File: config.mk
export PLATFORM = sky130hd
export DESIGN_NAME = instr_cycle_seq
export DESIGN_NICKNAME = d
export VERILOG_FILES = /design/src/rtl/seq_pkg.sv /design/src/rtl/seq_timer.sv /design/src/rtl/op_decoder.sv /design/src/rtl/phase_ctrl.sv /design/src/rtl/instr_cycle_seq.sv
export SDC_FILE = /design/constraint.sdc
export NUM_CORES = 1
export LEC_CHECK = 0
export BUFFER_PORTS_ARGS = -buffer_cell sky130_fd_sc_hd__buf_2
export CAP_MARGIN = 20
export CELL_PAD_IN_SITES_DETAIL_PLACEMENT = 1
export CELL_PAD_IN_SITES_GLOBAL_PLACEMENT = 1
export CORE_UTILIZATION = 30
export CTS_CLUSTER_DIAMETER = 30
export DETAILED_ROUTE_END_ITERATION = 8
export GPL_TIMING_DRIVEN = 0
export PLACE_DENSITY = 0.72
export SLEW_MARGIN = 0
export SYNTH_ARGS = -nofsm -noshare
export SYNTH_HDL_FRONTEND = slang
export SYNTH_SLANG_ARGS = --single-unit
File: constraint.sdc
create_clock -name clk -period 3.8 [get_ports clk]
set_input_delay 0.76 -clock clk [delete_from_list [all_inputs] [get_ports clk]]
set_output_delay 0.76 -clock clk [all_outputs]
set_load 0.03 [all_outputs]
File: src/rtl/seq_pkg.sv
package seq_pkg;

    typedef enum logic [2:0] {
        PH_FETCH_ADDR,
        PH_FETCH_READ,
        PH_DECODE,
        PH_INDIRECT,
        PH_EXECUTE,
        PH_INT_SAVE,
        PH_INT_STORE,
        PH_INT_VECTOR
    } phase_e;

    typedef struct packed {
        logic ar_from_pc;
        logic fetch;
        logic decode;
        logic indirect;
        logic exec;
        logic int_save;
        logic int_store;
        logic int_vector;
    } ctl_t;

endpackage

File: src/rtl/seq_timer.sv
module seq_timer #(
    parameter int SC_W = 4
) (
    input  logic                 clk,
    input  logic                 rst_n,
    input  logic                 adv,
    input  logic                 clr,
    output logic [SC_W-1:0]      count,
    output logic [(1<<SC_W)-1:0] tstep
);
    localparam int NT = 1 << SC_W;

    always_ff @(posedge clk or negedge rst_n) begin
        if (!rst_n)
            count <= '0;
        else if (adv)
            count <= clr ? '0 : count + 1'b1;
    end

    for (genvar k = 0; k < NT; k++) begin : g_tdec
        assign tstep[k] = (count == SC_W'(k));
    end

    assert_tstep_onehot_R2: assert property (@(posedge clk) disable iff (!rst_n)
        $countones(tstep) == 1);

    assert_sc_advance_R2: assert property (@(posedge clk) disable iff (!rst_n)
        (adv && !clr) |=> count == SC_W'($past(count) + 1'b1));

    assert_sc_restart_R2: assert property (@(posedge clk) disable iff (!rst_n)
        (adv && clr) |=> tstep[0]);

endmodule

File: src/rtl/op_decoder.sv
module op_decoder #(
    parameter int OP_W = 3
) (
    input  logic [OP_W-1:0]      op,
    output logic [(1<<OP_W)-1:0] lines
);
    localparam int NL = 1 << OP_W;

    for (genvar k = 0; k < NL; k++) begin : g_odec
        assign lines[k] = (op == OP_W'(k));
    end

endmodule

File: src/rtl/phase_ctrl.sv
module phase_ctrl
    import seq_pkg::*;
#(
    parameter int SC_W = 4
) (
    input  logic [SC_W-1:0] seq_count,
    input  logic            int_pend,
    input  logic            op_is_top,
    input  logic            ind_bit,
    output phase_e          phase,
    output ctl_t            ctl
);
    localparam logic [SC_W-1:0] STEP0 = SC_W'(0);
    localparam logic [SC_W-1:0] STEP1 = SC_W'(1);
    localparam logic [SC_W-1:0] STEP2 = SC_W'(2);
    localparam logic [SC_W-1:0] STEP3 = SC_W'(3);

    // Phase selection from counter and flags
    always_comb begin
        if (int_pend && seq_count == STEP0)      phase = PH_INT_SAVE;
        else if (int_pend && seq_count == STEP1) phase = PH_INT_STORE;
        else if (int_pend && seq_count == STEP2) phase = PH_INT_VECTOR;
        else if (seq_count == STEP0)             phase = PH_FETCH_ADDR;
        else if (seq_count == STEP1)             phase = PH_FETCH_READ;
        else if (seq_count == STEP2)             phase = PH_DECODE;
        else if (seq_count == STEP3 && !int_pend && !op_is_top && ind_bit)
                                                 phase = PH_INDIRECT;
        else                                     phase = PH_EXECUTE;
    end

    // Control strobes per phase
    always_comb begin
        ctl = '0;
        unique case (phase)
            PH_FETCH_ADDR: ctl.ar_from_pc = 1'b1;
            PH_FETCH_READ: ctl.fetch      = 1'b1;
            PH_DECODE:     ctl.decode     = 1'b1;
            PH_INDIRECT:   ctl.indirect   = 1'b1;
            PH_EXECUTE:    ctl.exec       = 1'b1;
            PH_INT_SAVE:   ctl.int_save   = 1'b1;
            PH_INT_STORE:  ctl.int_store  = 1'b1;
            PH_INT_VECTOR: ctl.int_vector = 1'b1;
        endcase
    end

endmodule

File: src/rtl/instr_cycle_seq.sv
module instr_cycle_seq
    import seq_pkg::*;
#(
    parameter int DATA_W = 16,
    parameter int ADDR_W = 12,
    parameter int SC_W   = 4,
    parameter int OP_W   = 3
) (
    input  logic                  clk,
    input  logic                  rst_n,
    input  logic                  run,
    input  logic                  in_flag,
    input  logic                  out_flag,
    input  logic                  sc_clear,
    input  logic                  pc_inc_req,
    input  logic                  pc_load_req,
    input  logic [ADDR_W-1:0]     pc_load_addr,
    input  logic                  ien_on,
    input  logic                  ien_off,
    input  logic [DATA_W-1:0]     mem_rdata,
    output logic [ADDR_W-1:0]     mem_addr,
    output logic [DATA_W-1:0]     mem_wdata,
    output logic                  mem_we,
    output logic [(1<<OP_W)-1:0]  op_lines,
    output logic [(1<<SC_W)-1:0]  tstep,
    output logic [SC_W-1:0]       seq_count,
    output logic [ADDR_W-1:0]     pc,
    output logic [ADDR_W-1:0]     ar,
    output logic [DATA_W-1:0]     ir,
    output logic [DATA_W-1:0]     tr,
    output logic                  ind_bit,
    output logic                  int_pend,
    output logic                  ien
);
    localparam int OP_LSB = ADDR_W;
    localparam int IND_POS = DATA_W - 1;
    localparam int PAD_W = DATA_W - ADDR_W;
    localparam logic [SC_W-1:0] FIRST_EXEC_STEP = SC_W'(3);

    phase_e phase;
    ctl_t   ctl;
    logic [OP_W-1:0] opcode;
    logic            op_is_top;
    logic            sc_clr;
    logic            irq_req;

    assign opcode    = ir[OP_LSB +: OP_W];
    assign op_is_top = &opcode;

    op_decoder #(.OP_W(OP_W)) u_opdec (
        .op    (opcode),
        .lines (op_lines)
    );

    phase_ctrl #(.SC_W(SC_W)) u_phase (
        .seq_count (seq_count),
        .int_pend  (int_pend),
        .op_is_top (op_is_top),
        .ind_bit   (ind_bit),
        .phase     (phase),
        .ctl       (ctl)
    );

    assign sc_clr = ctl.int_vector | (ctl.exec & sc_clear);

    seq_timer #(.SC_W(SC_W)) u_timer (
        .clk   (clk),
        .rst_n (rst_n),
        .adv   (run),
        .clr   (sc_clr),
        .count (seq_count),
        .tstep (tstep)
    );

    assign irq_req   = !int_pend && (seq_count >= FIRST_EXEC_STEP) && ien && (in_flag || out_flag);
    assign mem_addr  = ar;
    assign mem_wdata = tr;
    assign mem_we    = run & ctl.int_store;

    // Register state
    always_ff @(posedge clk or negedge rst_n) begin
        if (!rst_n) begin
            pc       <= '0;
            ar       <= '0;
            ir       <= '0;
            tr       <= '0;
            ind_bit  <= 1'b0;
            int_pend <= 1'b0;
            ien      <= 1'b0;
        end else if (run) begin
            if (ctl.ar_from_pc)
                ar <= pc;
            if (ctl.fetch) begin
                ir <= mem_rdata;
                pc <= pc + 1'b1;
            end
            if (ctl.decode) begin
                ar      <= ir[ADDR_W-1:0];
                ind_bit <= ir[IND_POS];
            end
            if (ctl.indirect)
                ar <= mem_rdata[ADDR_W-1:0];
            if (ctl.int_save) begin
                ar <= '0;
                tr <= {{PAD_W{1'b0}}, pc};
            end
            if (ctl.int_store)
                pc <= '0;
            if (ctl.int_vector)
                pc <= pc + 1'b1;
            if (ctl.exec) begin
                if (pc_load_req)
                    pc <= pc_load_addr;
                else if (pc_inc_req)
                    pc <= pc + 1'b1;
            end

            if (ctl.int_vector || ien_off)
                ien <= 1'b0;
            else if (ien_on)
                ien <= 1'b1;

            if (ctl.int_vector)
                int_pend <= 1'b0;
            else if (irq_req)
                int_pend <= 1'b1;
        end
    end

    assert_fetch_update_R3: assert property (@(posedge clk) disable iff (!rst_n)
        (run && !int_pend && tstep[1]) |=>
            (ir == $past(mem_rdata) && pc == ADDR_W'($past(pc) + 1'b1)));

    assert_irq_latch_R6: assert property (@(posedge clk) disable iff (!rst_n)
        (run && !int_pend && ien && (in_flag || out_flag) && !tstep[0] && !tstep[1] && !tstep[2])
            |=> int_pend);

    assert_write_window_R7: assert property (@(posedge clk) disable iff (!rst_n)
        mem_we |-> (int_pend && tstep[1] && run));

    assert_vector_exit_R7: assert property (@(posedge clk) disable iff (!rst_n)
        (run && int_pend && tstep[2]) |=>
            (tstep[0] && !int_pend && !ien && pc == ADDR_W'(1)));

    assert_halt_freeze_R10: assert property (@(posedge clk) disable iff (!rst_n)
        !run |=> ($stable(seq_count) && $stable(pc) && $stable(ar) && $stable(ir)
                  && $stable(tr) && $stable(ien) && $stable(int_pend)));

endmodule

Word level (Yosys, flattened, before mapping):

Index checks and enable logic that the tools add are counted.

* register bits after elaboration: 59
* input bits: 38
* output and inout bits: 116
* logic and storage cells: 99

* add/sub/neg operators: 2
* $lt $le $gt $ge: 1
* equal/unequal tests: 29
* multiplexer cells: 30
* bitwise logic cells: 3
* reductions and logical operators: 26

Operators by type and width (number)
* two-way mux 12 bit: 10
* == test 4 bit (second input constant): 8
* == test 3 bit (second input constant): 8
* two-way mux 3 bit: 7
* == test 4 x 3 -> 1 bit (second input constant): 4
* adder 12 x 1 -> 12 bit (second input constant): 1
* == test 3 x 2 -> 1 bit (second input constant): 4
* two-way mux 1 bit: 12
* AND reduction 2 bit: 6
* logical AND 1 bit: 9
* == test 4 x 2 -> 1 bit (second input constant): 2
* == test 3 x 1 -> 1 bit (second input constant): 2
* zero test 3 bit: 2
* adder 4 x 1 -> 4 bit (second input constant): 1
* == test 4 x 1 -> 1 bit (second input constant): 1
* greater-or-equal comparator 4 x 2 -> 1 bit (second input constant): 1
* zero test 4 bit: 1
* two-way mux 4 bit: 1
* nonzero test 2 bit: 2
* nonzero test 4 bit: 1
* AND reduction 3 bit: 1
* AND 1 bit: 2
* zero test 1 bit: 2
* logical OR 1 bit: 2
* bitwise OR 1 bit: 1

Logic depth before layout (Yosys ltp):

Gate-level depths: netlist (run 1).

* word-level depth: 19
* gate-level depth with buffers: 9

By module:

A second synthesis (run 1) with hierarchy kept.

* cell total of the unflattened synthesis: 434
* area total of the unflattened synthesis: 3976.3 µm²

Modules (own cells, without submodules)
* instr_cycle_seq: times used 1, cells an instance 357, area each 3385.7 µm²
* seq_timer: times used 1, cells an instance 44, area each 366.6 µm²
* phase_ctrl: times used 1, cells an instance 25, area each 158.9 µm²
* op_decoder: times used 1, cells an instance 8, area each 65.1 µm²

Least setup slack after synthesis (run 1):

No wires, ideal clock.

* kind: reg-to-output
* start point: register u_timer.count[0]
* end point: output mem_we
* arrival time: 1.942 ns
* data required time: 3.040 ns
* slack: 1.098 ns
* cell stages (with the launch flop): 7
* path buffers: 1
* cell sequence: dfrtp_1 inv_1 ha_1 clkbuf_1 nor3_2 nand3_1 nor2_1

* longest elaborated chain between the ends: 14

Ends and longest elaborated chain
* start, declared: line seq_timer.sv:8 `output logic [SC_W-1:0] count,`
* start signal, assigned: line seq_timer.sv:17 `count <= clr ? '0 : count + 1'b1;`
* == test 4 x 2 -> 1 bit: line phase_ctrl.sv:26 `else if (seq_count == STEP3 && !int_pend && !op_is_top && ind_bit)`
* logical AND 1 bit (3 in a row): line phase_ctrl.sv:26
* two-way mux 3 bit: line phase_ctrl.sv:26
* two-way mux 3 bit: line phase_ctrl.sv:25 `else if (seq_count == STEP2) phase = PH_DECODE;`
* two-way mux 3 bit: line phase_ctrl.sv:24 `else if (seq_count == STEP1) phase = PH_FETCH_READ;`
* two-way mux 3 bit: line phase_ctrl.sv:23 `else if (seq_count == STEP0) phase = PH_FETCH_ADDR;`
* two-way mux 3 bit: line phase_ctrl.sv:22 `else if (int_pend && seq_count == STEP2) phase = PH_INT_VECTOR;`
* two-way mux 3 bit: line phase_ctrl.sv:21 `else if (int_pend && seq_count == STEP1) phase = PH_INT_STORE;`
* two-way mux 3 bit *: line phase_ctrl.sv:20 `if (int_pend && seq_count == STEP0) phase = PH_INT_SAVE;`
* == test 3 bit *: line phase_ctrl.sv:34 `unique case (phase)`
* two-way mux 1 bit *: line phase_ctrl.sv:34
* AND 1 bit *: line instr_cycle_seq.sv:78 `assign mem_we = run & ctl.int_store;`
* end, declared: line instr_cycle_seq.sv:23 `output logic mem_we,`

Every way passes the cells marked *; elsewhere a longest branch is shown, timed or not.

Worst setup path in the final report (run 1):

Ends and elaborated chain as after synthesis.

==> impl_metrics.csv, run 1 <==
group,metric,value,unit
status,status,"finished clean",
drt,vias,3768,
layout,layout_commonest_cell,"buf_2",
synthesis,synth_top_family_by_area,"compound AO/OA/AOI/OAI gates",
sta,fin_crit_sh,82.2,%
sta,worst_slew_pin_slew,0.682,ns
synthesis,ys_async_sr_fraction,100,%
global_route,grt_overflow,0,
worst_setup_path,cpPeakStageDelay,0.42,ns
synthesis,ys_seq_area_share,38.7,%
pwr,p_leak,0.00261,uW
sta,fmax,0.320,GHz
layout,syn_to_final_growth,33.6,%
cts,clk_pin_slew,0.05,ns
synthesis,syn_area,3820,sq um
synthesis,synth_xor_area_share,0.459,%
place,hpwl,10.3,mm
worst_setup_path,worstPathArrival,2.37,ns
sta,maxSlewViolCount,0,
floorplan,rows,40,
cts,cts.repair_timing.setup_buffer_count,0,
floorplan,die-area,13200,sq um
floorplan,die_h,115,um
drt,wl_per_cell,18.4,um
floorplan,ios,154,
sta,timing.final.crit_period,3.13,ns
pwr,ir_drop,0.448,mV
drt,dr.pass1.iters,4,
worst_setup_path,slowest_stage,"dfrtp_1",
worst_setup_path,crit_family,"simple AND/OR/NAND/NOR gates",
synthesis,synth_edf_count,0,
layout,drive_gt1_share,43.2,%
synthesis,synthAdderAreaFrac,1.64,%
drt,wl,13.7,mm
synthesis,yosysWarnings,0,
worst_setup_path,cp_cell_sequence,"inv_1, ha_1, clkbuf_1, nor3_2, nand3_1, nor2_1, buf_2",
synthesis,avgSynthCellArea,9.34,sq um
drt,ant_nets,0,
cts,cts_hold_buf,0,
layout,diodes,0,
sta,relSlewSlack,54.2,%
synthesis,synth_compound_area_share,18.5,%
place,port_buffers,143,
sta,final.setup.tns,0,ns
synthesis,ys.flop_type,"dfrtp_1",
cts,cts_resized,0,
worst_setup_path,crit_path_start_kind,"flop",
floorplan,initial_core_util,31.3,%
worst_setup_path,cp.required,3.04,ns
cts,htreeDepth,3,
cts,cts_tree,"yes",
job,max-cap-violations,0,
cts,cts-root-buf,"clkbuf_16",
layout,mostFrequentLayoutCells,"buf_2, dfrtp_1, buf_4, mux2_2, nand2_1",
global_route,grt_max_degree,39,
global_route,antenna_found_initial,0,
hold_path,min_path_type,"in2async",
global_route,first_global_vias,3871,
synthesis,ys_ff_latch,59,
drt,drc_errors,0,
floorplan,fp.coreArea,12200,sq um
global_route,grtUsageTotal,21.6,%
global_route,grt_pass1_wl,21.5,mm
drt,vias_per_cell,5.06,
cts,cts_sinks,59,
cts,ctsLongestPathBuffers,2,
synthesis,syn_inst,409,
worst_setup_path,path_class,"reg2out",
sta,worst_clock_skew,0.00739,ns
synthesis,synth_cell_types,64,
worst_setup_path,crit_buf_inv,3,
place,gp_congestion,0.881,
synthesis,synthSimpleGateAreaFrac,17.3,%
synthesis,synthMuxAreaShare,12.2,%
cts,cts_made_buffers,9,
sta,hold_ws,0.415,ns
layout,final_nets,614,
floorplan,die_w,115,um
sta,finalHoldViolCount,0,
sta,finalSetupViolations,0,
pwr,p_per_area,1050,nW/um^2
layout,final.fill_count,1488,
drt,drt_iter0_markers,157,
sta,rsz0062_at_grt,"no",
worst_setup_path,end_kind,"primary output",
worst_setup_path,worst-path-max-fanout,10,
cts,insertion_delay,0.34,ns
## final timing paths
check	start	cells after the start	slack [ns]	end
worst max-delay path	u_timer.count[0]	7	0.67	mem_we
worst min-delay path	rst_n	1	0.42	mem_wdata[3]
worst max register to register	u_timer.count[0]	7	1.28	pc[5]
worst min register to register	ind_bit	1	0.52	ind_bit
max in group asynchronous	rst_n	2	2.79	u_timer.count[3]
min in group clk	ind_bit	1	0.52	ind_bit
## cell families after synthesis
group	Yosys count
and+or+nand+nor	122
AOI/OAI and AO/OA	104
buffers and inverters	73
DFF	59
muxes	43
adders and majority gates	5
xor gates and xnor gates	2
other	1
## sequential cells by signal, summed over array words and instances (netlist names)
signal         cells
mem_wdata         12
u_timer.count      4
pc                12
ar                12
ir                16
int_pend           1
ind_bit            1
ien                1
## power by group
group          leakage (uW)  internal [uW]  switching [uW]
Combinational       0.00173           1140            2160
Clock              0.000150            572             298
Sequential         0.000728            907             263
Total               0.00261           2620            2720
## cell type report
class	count	area, sq um	share of cell area (%)
Tap cell	168	210	4.12
Inverter	13	48.8	0.956
Timing Repair Buffer	144	736	14.4
Buffer	60	378	7.41
Multi-Input combinational cell	284	1940	38.1
Clock buffer	11	233	4.56
Sequential cell	59	1480	28.9
Clock inverter	5	77.6	1.52
## worst reg2reg max path: stages, from the launching register on
cell and delay, ns:
dfrtp_1 0.42, inv_1 0.14, ha_1 0.38, or3_4 0.22
o21ba_4 0.18, o21ai_1 0.55, o32ai_1 0.20, a222oi_1 0.32
## metal layers
| metal | vias up | global-route usage [%] | part of all wire (%) |
|---|---|---|---|
| met2 | 117 | 36.5 | 50 |
| met4 | 0 | 7.71 | 1.6 |
| met3 | 17 | 4.38 | 6.0 |
| li1 | 1761 | - | - |
| met5 | - | 0 | 0 |
| met1 | 1873 | 27.4 | 43 |
## synthesized netlist by cell type, types with 2 or more instances
| master | number | area [sq um] |
|---|---|---|
| a21oi_1 | 21 | 105 |
| a221o_1 | 2 | 20.0 |
| a221oi_1 | 2 | 17.5 |
| a22oi_1 | 13 | 97.6 |
| a31oi_1 | 4 | 25.0 |
| and2_1 | 12 | 75.1 |
| and3_1 | 8 | 50.1 |
| buf_2 | 16 | 80.1 |
| buf_4 | 33 | 248 |
| clkbuf_1 | 8 | 30.0 |
| dfrtp_1 | 59 | 1480 |
| ha_1 | 5 | 62.6 |
| inv_1 | 12 | 45.0 |
| mux2_2 | 28 | 315 |
| mux2i_1 | 14 | 140 |
| nand2_1 | 23 | 86.3 |
| nand2b_1 | 5 | 31.3 |
| nand3_1 | 21 | 105 |
| nand3b_1 | 3 | 22.5 |
| nand4_1 | 4 | 25.0 |
| nand4b_1 | 2 | 17.5 |
| nor2_1 | 21 | 78.8 |
| nor2b_1 | 5 | 31.3 |
| nor3_1 | 4 | 20.0 |
| nor3_2 | 2 | 20.0 |
| nor3b_1 | 4 | 30.0 |
| o211ai_1 | 4 | 30.0 |
| o21a_1 | 3 | 22.5 |
| o21ai_0 | 20 | 100 |
| o21ai_1 | 11 | 55.1 |
| o21bai_1 | 2 | 15.0 |
| o221ai_1 | 2 | 17.5 |
| o22a_1 | 2 | 17.5 |
| o22ai_1 | 4 | 25.0 |
## metrics by stage
| stage | utilization, % | cells | total power [uW] | cell area, sq um | worst slack [ns] |
|---|---|---|---|---|---|
| final | 41.8 | 744 | 5340 | 5100 | 0.675 |
| after detailed placement | 39.2 | 728 | 4480 | 4790 | 1.02 |
| after floorplan | - | 416 | 3490 | 3850 | 1.10 |
| after global routing | 41.8 | 744 | 5670 | 5100 | 0.434 |
| after CTS | 41.8 | 744 | 5380 | 5100 | 0.636 |
| after global placement | 39.1 | 727 | 4390 | 4770 | 0.998 |
Power figures use the tool's default switching activity.
==> run 2: changes to the inputs <==
clock period = 3.2 ns   (was 3.8 ns; I/O delays follow)
==> impl_metrics.csv, run 2 (same netlist as run 1, synthesis figures left out) <==
group,metric,value,unit
cts,insertion_delay,0.33,ns
layout,syn_to_final_growth,33.7,%
sta,finalSetupViolations,0,
layout,largest_register,"ir",
global_route,grtUsageTotal,21.6,%
hold_path,min_path_type,"in2async",
floorplan,initial_core_util,31.3,%
cts,cts_made_buffers,9,
cts,cts-root-buf,"clkbuf_16",
cts,cts_tree,"yes",
layout,mostFrequentLayoutCells,"buf_2, dfrtp_1, buf_4, mux2_2, nand2_1",
worst_setup_path,crit_path_end,"mem_we",
worst_setup_path,end_kind,"primary output",
pwr,p_leak,0.00261,uW
worst_setup_path,worst-path-max-fanout,10,
sta,fin_crit_sh,91.6,%
drt,ant_nets,0,
global_route,antenna_found_initial,0,
worst_setup_path,worstPathArrival,2.29,ns
drt,drt_iter0_markers,147,
sta,final.setup.tns,0,ns
worst_setup_path,crit_path_start_kind,"flop",
sta,rsz0062_at_grt,"no",
global_route,grt_overflow,0,
place,gp_congestion,0.881,
pwr,ir_drop,0.532,mV
worst_setup_path,path_class,"reg2out",
cts,ctsLongestPathBuffers,2,
global_route,grt_max_degree,39,
worst_setup_path,r2r_cells,7,
drt,wl_per_cell,18.4,um
layout,largest_register_ffs,16,
drt,dr.pass1.iters,4,
sta,relSlewSlack,54.4,%
pwr,power.total,6350,uW
worst_setup_path,critical_path.startpoint,"u_timer.count[0]",
layout,layout_commonest_cell,"buf_2",
global_route,first_global_vias,3871,
worst_setup_path,slowest_stage,"dfrtp_1",
place,port_buffers,143,
worst_setup_path,r2r_slack,0.69,ns
cts,clk_pin_slew,0.05,ns
layout,drive_gt1_share,43.4,%
sta,worst_slew_pin_slew,0.679,ns
job,max-cap-violations,0,
layout,postLayoutCellArea,5110,sq um
global_route,grt_pass1_wl,21.5,mm
sta,worst_clock_skew,0.00725,ns
layout,final_nets,614,
drt,vias_per_cell,5.06,
status,status,"finished clean",
drt,drc_errors,0,
floorplan,die-area,13200,sq um
sta,maxSlewViolCount,0,
worst_setup_path,cp_cell_sequence,"inv_1, ha_1, clkbuf_1, nor3_2, nand3_2, nor2_1, buf_2",
worst_setup_path,cp.required,2.56,ns
cts,htreeDepth,3,
sta,timing.final.crit_period,2.93,ns
floorplan,ios,154,
floorplan,die_w,115,um
layout,final.fill_count,1488,
worst_setup_path,timing.rr.start,"u_timer.count[0]",
pwr,p_per_area,1240,nW/um^2
drt,vias,3764,
place,hpwl,10.3,mm
sta,fmax,0.341,GHz
floorplan,rows,40,
floorplan,die_h,115,um
place,place_area,4790,sq um
cts,cts_sinks,59,
floorplan,fp.coreArea,12200,sq um
sta,finalHoldViolCount,0,
drt,wl,13.7,mm
cts,cts.repair_timing.setup_buffer_count,0,
layout,diodes,0,
worst_setup_path,r2r-end,"pc[5]",
worst_setup_path,cpPeakStageDelay,0.42,ns
==> run 2: timing repair <==
action | in CTS | in global routing
resized for setup | 0 | 1
setup endpoints to repair | 0 | 1
hold buffers | 0 | 0
==> run 2: cell type report <==
type                    count  area [sq um]  share of cell area, %
multi-input cells         284          1950                   38.1
flip-flops and latches     59          1480                   28.9
repair buffers            144           736                   14.4
plain buffers              60           378                   7.40
clock buffers              11           233                   4.56
well taps                 168           210                   4.12
clock inverters             5          77.6                   1.52
inverters                  13          48.8                  0.955
==> run 2: metrics by stage <==
stage	hold WS [ns]	worst slack, ns	utilization [%]	cells
after floorplan	0.344	0.618	-	416
after CTS	0.314	0.156	41.8	744
after global routing	0.341	0.0635	41.8	744
after global placement	0.496	0.518	39.1	727
after detailed placement	0.512	0.542	39.2	728
final	0.295	0.268	41.8	744
==> run 2: worst max-delay path, delay by kind of cell (launching register included) <==
family	cells	cell delay (ns)
fa+ha+maj	1	0.24
buf+inv	3	0.57
simple gates	3	0.73
flops	1	0.42
==> run 2: power breakdown <==
| part | leakage, uW | total (uW) | switching [uW] | internal, uW |
|---|---|---|---|---|
| combinational | 0.00173 | 3930 | 2580 | 1360 |
| clock | 0.000150 | 1030 | 354 | 679 |
| sequential | 0.000728 | 1390 | 313 | 1080 |
==> run 2: worst min-delay path by stage <==
| stage | startpoint | end | slack (ns) |
|---|---|---|---|
| 4_1_cts | rst_n | mem_wdata[3] | 0.31 |
| 2_1_floorplan | rst_n | ar[0] | 0.34 |
| 3_3_place_gp | ir[15] | ind_bit | 0.50 |
| 3_5_place_dp | ind_bit | ind_bit | 0.51 |
| 5_1_grt | rst_n | mem_wdata[3] | 0.34 |
| 6_report | rst_n | mem_wdata[3] | 0.29 |
==> run 2: routing by layer <==
metal / up-vias / GRT usage, % / routed length [um]
met5: - / 0 / 0
met3: 14 / 4.38 / 783
met1: 1874 / 27.4 / 5780
li1: 1758 / - / -
met2: 118 / 36.5 / 6900
met4: 0 / 7.71 / 199
